[src/rtl/mp_uart_rx.sv]
module mp_uart_rx #(
  parameter int OVS        = 16,
  parameter int BREAK_BITS = 10,
  parameter int SYNC       = 2
) (
  input  logic       clk,
  input  logic       rst_n,
  input  logic       rxd,
  input  logic       tick16,
  input  logic       cfg_nine,
  input  logic       cfg_par_en,
  input  logic [1:0] cfg_par_sel,
  input  logic       atn_arm,
  input  logic       rd_buf,
  input  logic       rd_stat,
  output logic [7:0] rx_data,
  output logic       buf_full,
  output logic       st_pe,
  output logic       st_fe,
  output logic       st_ovr,
  output logic       st_err,
  output logic       st_brk,
  output logic       st_b9,
  output logic       atn_active
);

  localparam int CW        = $clog2(OVS);
  localparam int HALF      = OVS / 2;
  localparam int BRK_TICKS = BREAK_BITS * OVS;
  localparam int BW        = $clog2(BRK_TICKS + 1);

  typedef enum logic [2:0] {S_IDLE, S_START, S_DATA, S_EXTRA, S_STOP, S_BRK, S_HOLD} rx_state_e;

  rx_state_e       st;
  logic [SYNC-1:0] sync_q;
  logic            rxd_s;
  logic [CW-1:0]   cnt;
  logic [BW-1:0]   bcnt;
  logic [2:0]      idx;
  logic [7:0]      shreg;
  logic            ex_bit;
  logic            brk_pend;

  assign rxd_s = sync_q[SYNC-1];

  always_ff @(posedge clk or negedge rst_n)
    if (!rst_n) sync_q <= '1;
    else        sync_q <= {sync_q[SYNC-2:0], rxd};

  wire mid       = tick16 && (cnt == CW'(OVS - 1));
  wire stop_at   = (st == S_STOP) && mid;
  wire brk_hit   = (st == S_BRK) && tick16 && !rxd_s && (bcnt == BW'(BRK_TICKS - 1));
  wire f_addr    = cfg_nine && ex_bit;
  wire discard   = atn_active && !f_addr;
  wire f_load    = stop_at && !discard;
  wire use_extra = cfg_nine || cfg_par_en;

  logic par_exp;
  always_comb
    case (cfg_par_sel)
      2'b00:   par_exp = ~^shreg;
      2'b01:   par_exp = ^shreg;
      2'b10:   par_exp = 1'b0;
      default: par_exp = 1'b1;
    endcase

  wire pe_hit = !cfg_nine && cfg_par_en && (ex_bit != par_exp);

  always_ff @(posedge clk or negedge rst_n)
    if (!rst_n) begin
      st     <= S_IDLE;
      cnt    <= '0;
      bcnt   <= '0;
      idx    <= '0;
      shreg  <= '0;
      ex_bit <= 1'b0;
    end else begin
      case (st)
        S_IDLE:
          if (tick16 && !rxd_s) begin
            st  <= S_START;
            cnt <= CW'(1);
          end
        S_START:
          if (tick16) begin
            if (cnt == CW'(HALF - 1)) begin
              cnt <= '0;
              idx <= '0;
              st  <= rxd_s ? S_IDLE : S_DATA;
            end else cnt <= cnt + 1'b1;
          end
        S_DATA:
          if (mid) begin
            cnt   <= '0;
            shreg <= {rxd_s, shreg[7:1]};
            idx   <= idx + 1'b1;
            if (idx == 3'd7) st <= use_extra ? S_EXTRA : S_STOP;
          end else if (tick16) cnt <= cnt + 1'b1;
        S_EXTRA:
          if (mid) begin
            cnt    <= '0;
            ex_bit <= rxd_s;
            st     <= S_STOP;
          end else if (tick16) cnt <= cnt + 1'b1;
        S_STOP:
          if (mid) begin
            cnt  <= '0;
            bcnt <= '0;
            st   <= rxd_s ? S_IDLE : S_BRK;
          end else if (tick16) cnt <= cnt + 1'b1;
        S_BRK:
          if (tick16) begin
            if (rxd_s)        st <= S_IDLE;
            else if (brk_hit) st <= S_HOLD;
            else              bcnt <= bcnt + 1'b1;
          end
        default:
          if (rxd_s) st <= S_IDLE;
      endcase
    end

  always_ff @(posedge clk or negedge rst_n)
    if (!rst_n) begin
      rx_data    <= '0;
      buf_full   <= 1'b0;
      st_pe      <= 1'b0;
      st_fe      <= 1'b0;
      st_ovr     <= 1'b0;
      st_b9      <= 1'b0;
      atn_active <= 1'b0;
    end else begin
      buf_full   <= f_load | (buf_full & ~rd_buf);
      st_pe      <= (st_pe  & ~rd_stat) | (f_load & pe_hit);
      st_fe      <= (st_fe  & ~rd_stat) | (f_load & ~rxd_s);
      st_ovr     <= (st_ovr & ~rd_stat) | (f_load & buf_full & ~rd_buf);
      atn_active <= atn_arm | (atn_active & ~(f_load & f_addr));
      if (f_load) begin
        rx_data <= shreg;
        if (cfg_nine) st_b9 <= ex_bit;
      end
    end

  always_ff @(posedge clk or negedge rst_n)
    if (!rst_n) begin
      st_brk   <= 1'b0;
      brk_pend <= 1'b0;
    end else if (brk_hit) begin
      st_brk   <= 1'b1;
      brk_pend <= 1'b0;
    end else if (st_brk && rd_stat && rxd_s) begin
      st_brk   <= 1'b0;
      brk_pend <= 1'b0;
    end else if (st_brk && rd_stat) begin
      brk_pend <= 1'b1;
    end else if (brk_pend && rxd_s) begin
      st_brk   <= 1'b0;
      brk_pend <= 1'b0;
    end

  assign st_err = st_pe | st_fe | st_ovr;

  AST_FULL_DROP: assert property (@(posedge clk) disable iff (!rst_n)
    $fell(buf_full) |-> $past(rd_buf));
  AST_PE_FORMAT: assert property (@(posedge clk) disable iff (!rst_n)
    $rose(st_pe) |-> $past(!cfg_nine && cfg_par_en));
  AST_NINE_NOPAR: assert property (@(posedge clk) disable iff (!rst_n)
    (cfg_nine && !st_pe) |=> !st_pe);
  AST_FE_STOP: assert property (@(posedge clk) disable iff (!rst_n)
    $rose(st_fe) |-> $past(st == S_STOP && !rxd_s));
  AST_OVR_FULL: assert property (@(posedge clk) disable iff (!rst_n)
    $rose(st_ovr) |-> $past(buf_full));
  AST_FLAG_HOLD: assert property (@(posedge clk) disable iff (!rst_n)
    (st_fe && !rd_stat) |=> st_fe);
  AST_BRK_RISE: assert property (@(posedge clk) disable iff (!rst_n)
    $rose(st_brk) |-> $past(st == S_BRK && !rxd_s));
  AST_BRK_LOW: assert property (@(posedge clk) disable iff (!rst_n)
    (st_brk && !rxd_s) |=> st_brk);
  AST_ATN_DROP: assert property (@(posedge clk) disable iff (!rst_n)
    $fell(atn_active) |-> $past(stop_at && f_addr));
  AST_DISCARD: assert property (@(posedge clk) disable iff (!rst_n)
    (stop_at && discard) |=> $stable(rx_data));

endmodule

[config.mk]
export PLATFORM = sky130hd
export DESIGN_NAME = mp_uart_rx
export DESIGN_NICKNAME = d
export VERILOG_FILES = /design/src/rtl/mp_uart_rx.sv
export SDC_FILE = /design/constraint.sdc
export NUM_CORES = 1
export LEC_CHECK = 0
export ABC_AREA = 1
export ABC_CLOCK_PERIOD_IN_PS = 3280
export BUFFER_PORTS_ARGS = -buffer_cell sky130_fd_sc_hd__buf_2
export CORE_MARGIN = 2
export CORE_UTILIZATION = 30
export DETAILED_ROUTE_END_ITERATION = 12
export SLEW_MARGIN = 20
export SYNTH_ARGS = -nofsm -noshare
export SYNTH_HDL_FRONTEND = slang
export SYNTH_SLANG_ARGS = --single-unit
[constraint.sdc]
create_clock -name clk -period 3.28 [get_ports clk]
set_input_delay 0.328 -clock clk [delete_from_list [all_inputs] [get_ports clk]]
set_output_delay 0.328 -clock clk [all_outputs]
set_load 0.05 [all_outputs]
# Word level (Yosys, flattened, before mapping)
# Index checks and enable logic that the tools add are counted.
# word_totals
regBits,45
wordCells,141
# op_classes
addsub,3
eq_ne,25
muxes,38
n_bitwise,21
reduce_logical,38
# op_table
op,count
two-way mux 3 bit,16
two-way mux 8 bit,4
two-way mux 4 bit,5
!= test 2 bit (second input constant),10
case mux 3 bit (6 select lines),1
case mux 8 bit (2 select lines),1
logical AND 1 bit,14
case mux 4 bit (3 select lines),1
bitwise AND 1 bit,10
AND reduction 10 bit,1
equality test 3 bit (second input constant),3
adder 8 x 1 -> 8 bit (second input constant),1
equality test 8 bit (second input constant),1
AND reduction 2 bit,4
AND reduction 4 bit,2
XNOR reduction 8 bit,1
parity 8 bit,1
two-way mux 1 bit,7
OR 1 bit,7
nonzero test 7 bit,1
equality test 3 x 2 -> 1 bit (second input constant),2
case mux 3 bit (2 select lines),1
nonzero test 3 bit,2
AND reduction 5 bit,1
other kinds (21),28

# Logic depth before layout (Yosys ltp)
# depth
ltp_word,9
ltp_mapped,10
ltp_nobuf,10

# Worst setup path before layout
# No wires, ideal clock.
# synth_timing
path_kind,register to register
from,register bcnt[0]
to,register st[2]
setup_ns,0.117
arrival_ns,1.378
required_ns,3.163
path_slack_ns,1.785
path_stages_with_launch,9
period_less_slack_ns,1.495
path_cell_list,dfrtp_1 > ha_1 > nand3_1 > nor2_1 > nand4_4 > nand3_1 > nand3_2 > nand2_1 > nand2_1
# synth_between
elab_chain_len,4
# synth_lines
element,line,text
"start, declared",38,logic [BW-1:0] bcnt;
"start signal, assigned",115,else bcnt <= bcnt + 1'b1;
equality test 8 bit,52,wire brk_hit = (st == S_BRK) && tick16 && !rxd_s && (bcnt == BW'(BRK_TICKS - 1));
logical AND 1 bit,52,
!= test 3 bit (no line),--,
AND reduction 10 bit (no line),--,
"end signal, assigned",89,st <= rxd_s ? S_IDLE : S_DATA;
"end signal, assigned",97,if (idx == 3'd7) st <= use_extra ? S_EXTRA : S_STOP;
"end signal, assigned",109,st <= rxd_s ? S_IDLE : S_BRK;
"end, declared",34,rx_state_e st;
# No other way between the ends.
# A chain may end at the register's enable or synchronous reset.

# Worst setup path after layout
# layout_timing
from,register cnt[0]
to,register st_b9
# layout_between
elab_chain_len,5
# layout_lines
element,line,text
"start, declared",37,logic [CW-1:0] cnt;
"start signal, assigned",90,end else cnt <= cnt + 1'b1;
"start signal, assigned",98,end else if (tick16) cnt <= cnt + 1'b1;
"start signal, assigned",104,end else if (tick16) cnt <= cnt + 1'b1;
equality test 4 bit,50,wire mid = tick16 && (cnt == CW'(OVS - 1));
logical AND 1 bit,50,
logical AND 1 bit,51,wire stop_at = (st == S_STOP) && mid;
logical AND 1 bit,55,wire f_load = stop_at && !discard;
AND reduction 2 bit (no line),--,
"end signal, assigned",139,if (cfg_nine) st_b9 <= ex_bit;
"end, declared",23,"output logic st_b9,"
# No other way between the ends.

==> qor.csv <==
stage;metric;value;unit
yosys;Async S/R FF share, synth;100;%
sta;accumulated negative setup slack;0;ps
die;Core ar.;7690;sq um
setup_path;R2R setup slack;1140;ps
global_route;maximum number of pins on one net before global-route repair;46;
yosys;syn_area_per_cell;7.98;sq um
clock_tree;CTS Buffer Depth;2;
yosys;Post-synth EDFFs;0;
drt;DR iter-0 viols;79;
setup_path;R2R Path End;st_b9;
placed_design;placed instance area;2620;sq um
die;cell row count;32;
clock_tree;post-CTS resize count;0;
setup_path;WS Path Type;reg2reg;
sta;crit share post-route;65.2;%
clock_tree;hold buffers post-CTS;0;
clock_tree;CTS sink count;45;
layout;post-layout util;35.5;%
sta;fin crit period;2140;ps
drt;final wirelength;4820;um
layout;area grow syn2layout;14.7;%
pwr;Total Power;1.47;mW
yosys;top cells by count, synth;nand2_1, dfrtp_1, o21ai_0;
placed_design;Placer Congestion;0.841;
yosys;Yosys cell types;33;
yosys;top-count cell post-synth;nand2_1;
drt;drt pass-1 iters;4;
status;status;completed;
setup_path;cells on worst reg2reg path;6;
placed_design;port buffer count;26;
setup_path;launching point of the worst reg2reg path;cnt[0];
die;Initial Util;30.9;%
global_route;initial antenna violation count;0;
die;Die H;93.0;um
layout;share of cells above drive strength 1;16.5;%
sta;Fin. Hold Viols;0;
clock_tree;clock slew at reported path FFs;90;ps
layout;ANT cells;0;
yosys;post-synthesis cell area;2380;sq um
yosys;largest area contributor in the netlist;dfrtp_1;
drt;Post-route DRC;0;
pwr;IR Drop Worst-Case VDD;0.183;mV
layout;Nets;343;
pwr;PwrDens;540;nW/um^2
drt;vias after detailed routing;1955;
global_route;grt total ovfl;0;
sta;Worst Skew;12.3;ps
drt;DRT antenna net count;0;
clock_tree;CTS Buf Count;5;
setup_path;Worst Setup Start Kind;flop;
placed_design;HPWL after DPL;3580;um
global_route;GRT Overall Usage;12.2;%
die;DIE AREA;8660;sq um
sta;final setup fails;0;
yosys;Seq/Total Area, Yosys;47.4;%
drt;routed len/inst;11.2;um
run;MaxCap Viol Count;0;
clock_tree;H-tree depth;2;
die;die width;93.0;um
clock_tree;# Post-CTS Setup Buffers;0;
global_route;first-pass GRT wire length;8430;um
sta;relative slew slack;53.7;%
sta;Slew @ Worst Pin;693;ps
layout;Final Cell Area;2730;sq um
sta;Max Slew Vio Count;0;
sta;achievable frequency;468;MHz
yosys;Synth Register Bits;45;
drt;Vias/cell;4.55;
yosys;Syn Nets;313;
yosys;Mapped Cells;298;
setup_path;crit path DAT;2300;ps
setup_path;required time worst endpoint;3440;ps
min_path;Hold Path Class;in2async;
yosys;ranking of synthesized cells by area;dfrtp_1, nand2_1, o21ai_0;
die;Top Ports;27;
clock_tree;Root Driver;clkbuf_8;
yosys;top_reg_cell synth;dfrtp_1;
yosys;Synthesis Warnings;0;
global_route;vias in the first global route;1862;
clock_tree;Clock Latency Late Sink;300;ps
setup_path;Max Fanout on Critical Path;22;
pwr;leakage power;1.39;nW
sta;RSZ-0062 raised after global routing;no;
setup_path;Worst setup EP type;flop;
yosys;post-synth top area share;45.2;%
clock_tree;CTS tree;done;
-- final cells by class --
cell class                      instances  area (sq um)
Fill cell                             805          4960
Sequential cell                        45          1130
Multi-Input combinational cell        214          1090
Inverter                               36           140
Timing Repair Buffer                   26           133
Tap cell                              102           128
Clock buffer                            5          68.8
Clock inverter                          2          35.0
-- worst max-delay path by stage --
| stage | from | endpoint | slack (ps) | cells past startpoint |
|---|---|---|---|---|
| floorplan | bcnt[0] | st[2] | 1790 | 8 |
| global placement | cnt[0] | st_b9 | 1190 | 6 |
| detailed placement | cnt[0] | st_b9 | 1130 | 6 |
| CTS | cnt[0] | st_b9 | 1120 | 6 |
| global route | cnt[0] | st_b9 | 860 | 6 |
| finish | cnt[0] | st_b9 | 1140 | 6 |
-- per-stage QoR --
stage,worst slack [ps],hold WS [ps],instances
floorplan,1790,32.4,298
global placement,1190,346,423
detailed placement,1130,349,423
CTS,1120,110,430
global route,863,64.0,430
finish,1140,18.9,430
-- state kept, by name (all words and copies together) (netlist names) --
name / count
bcnt: 8
rx_data: 8
shreg: 8
cnt: 4
idx: 3
st: 3
sync_q: 2
atn_active: 1
brk_pend: 1
buf_full: 1
ex_bit: 1
st_b9: 1
st_brk: 1
st_fe: 1
st_ovr: 1
st_pe: 1
-- cells by family (layout without fill, tap and decap cells) --
family                   count (synthesis)  count (layout)  synth area share (%)
buffers and inverters                   39              69                  6.52
adder cells (fa/ha/maj)                  4               4                  2.10
AND/OR/NAND/NOR                        155             155                  30.3
flip-flops                              45              45                  47.4
XOR/XNOR                                 6               6                  2.21
AO/OA/AOI/OAI                           49              49                  11.4
-- placed cells by master, fill, tap and decap left out, types with 4 or more instances in the layout --
cell,count
nor2_1,14
clkbuf_8,5
nand4_1,5
nand2_1,103
buf_2,25
xor2_1,5
ha_1,4
inv_1,33
dfrtp_1,43
o21ai_0,34
a21oi_1,4
nand3_1,15
-- worst max-delay path: stages (launching register included) --
cell	delay, ps
dfrtp_1	380
ha_1	180
nand2_1	130
nor3_4	290
nand3_1	570
o21ai_0	340
o21ai_0	110
-- power by group --
part	leakage [nW]	internal (mW)	switching (mW)	total (mW)
clock	0.0540	0.222	0.193	0.415
combinational	0.733	0.134	0.261	0.395
sequential	0.604	0.609	0.0547	0.663
total	1.39	0.964	0.509	1.47
-- metal layers --
| metal | up-vias | wire length (um) | GRT usage, % |
|---|---|---|---|
| li1 | 1021 | - | - |
| met5 | - | 0 | 0 |
| met1 | 896 | 2410 | 16.3 |
| met4 | 0 | 91 | 4.53 |
| met2 | 29 | 2140 | 19.3 |
| met3 | 9 | 180 | 2.90 |
(Power assumes the default switching activity.)
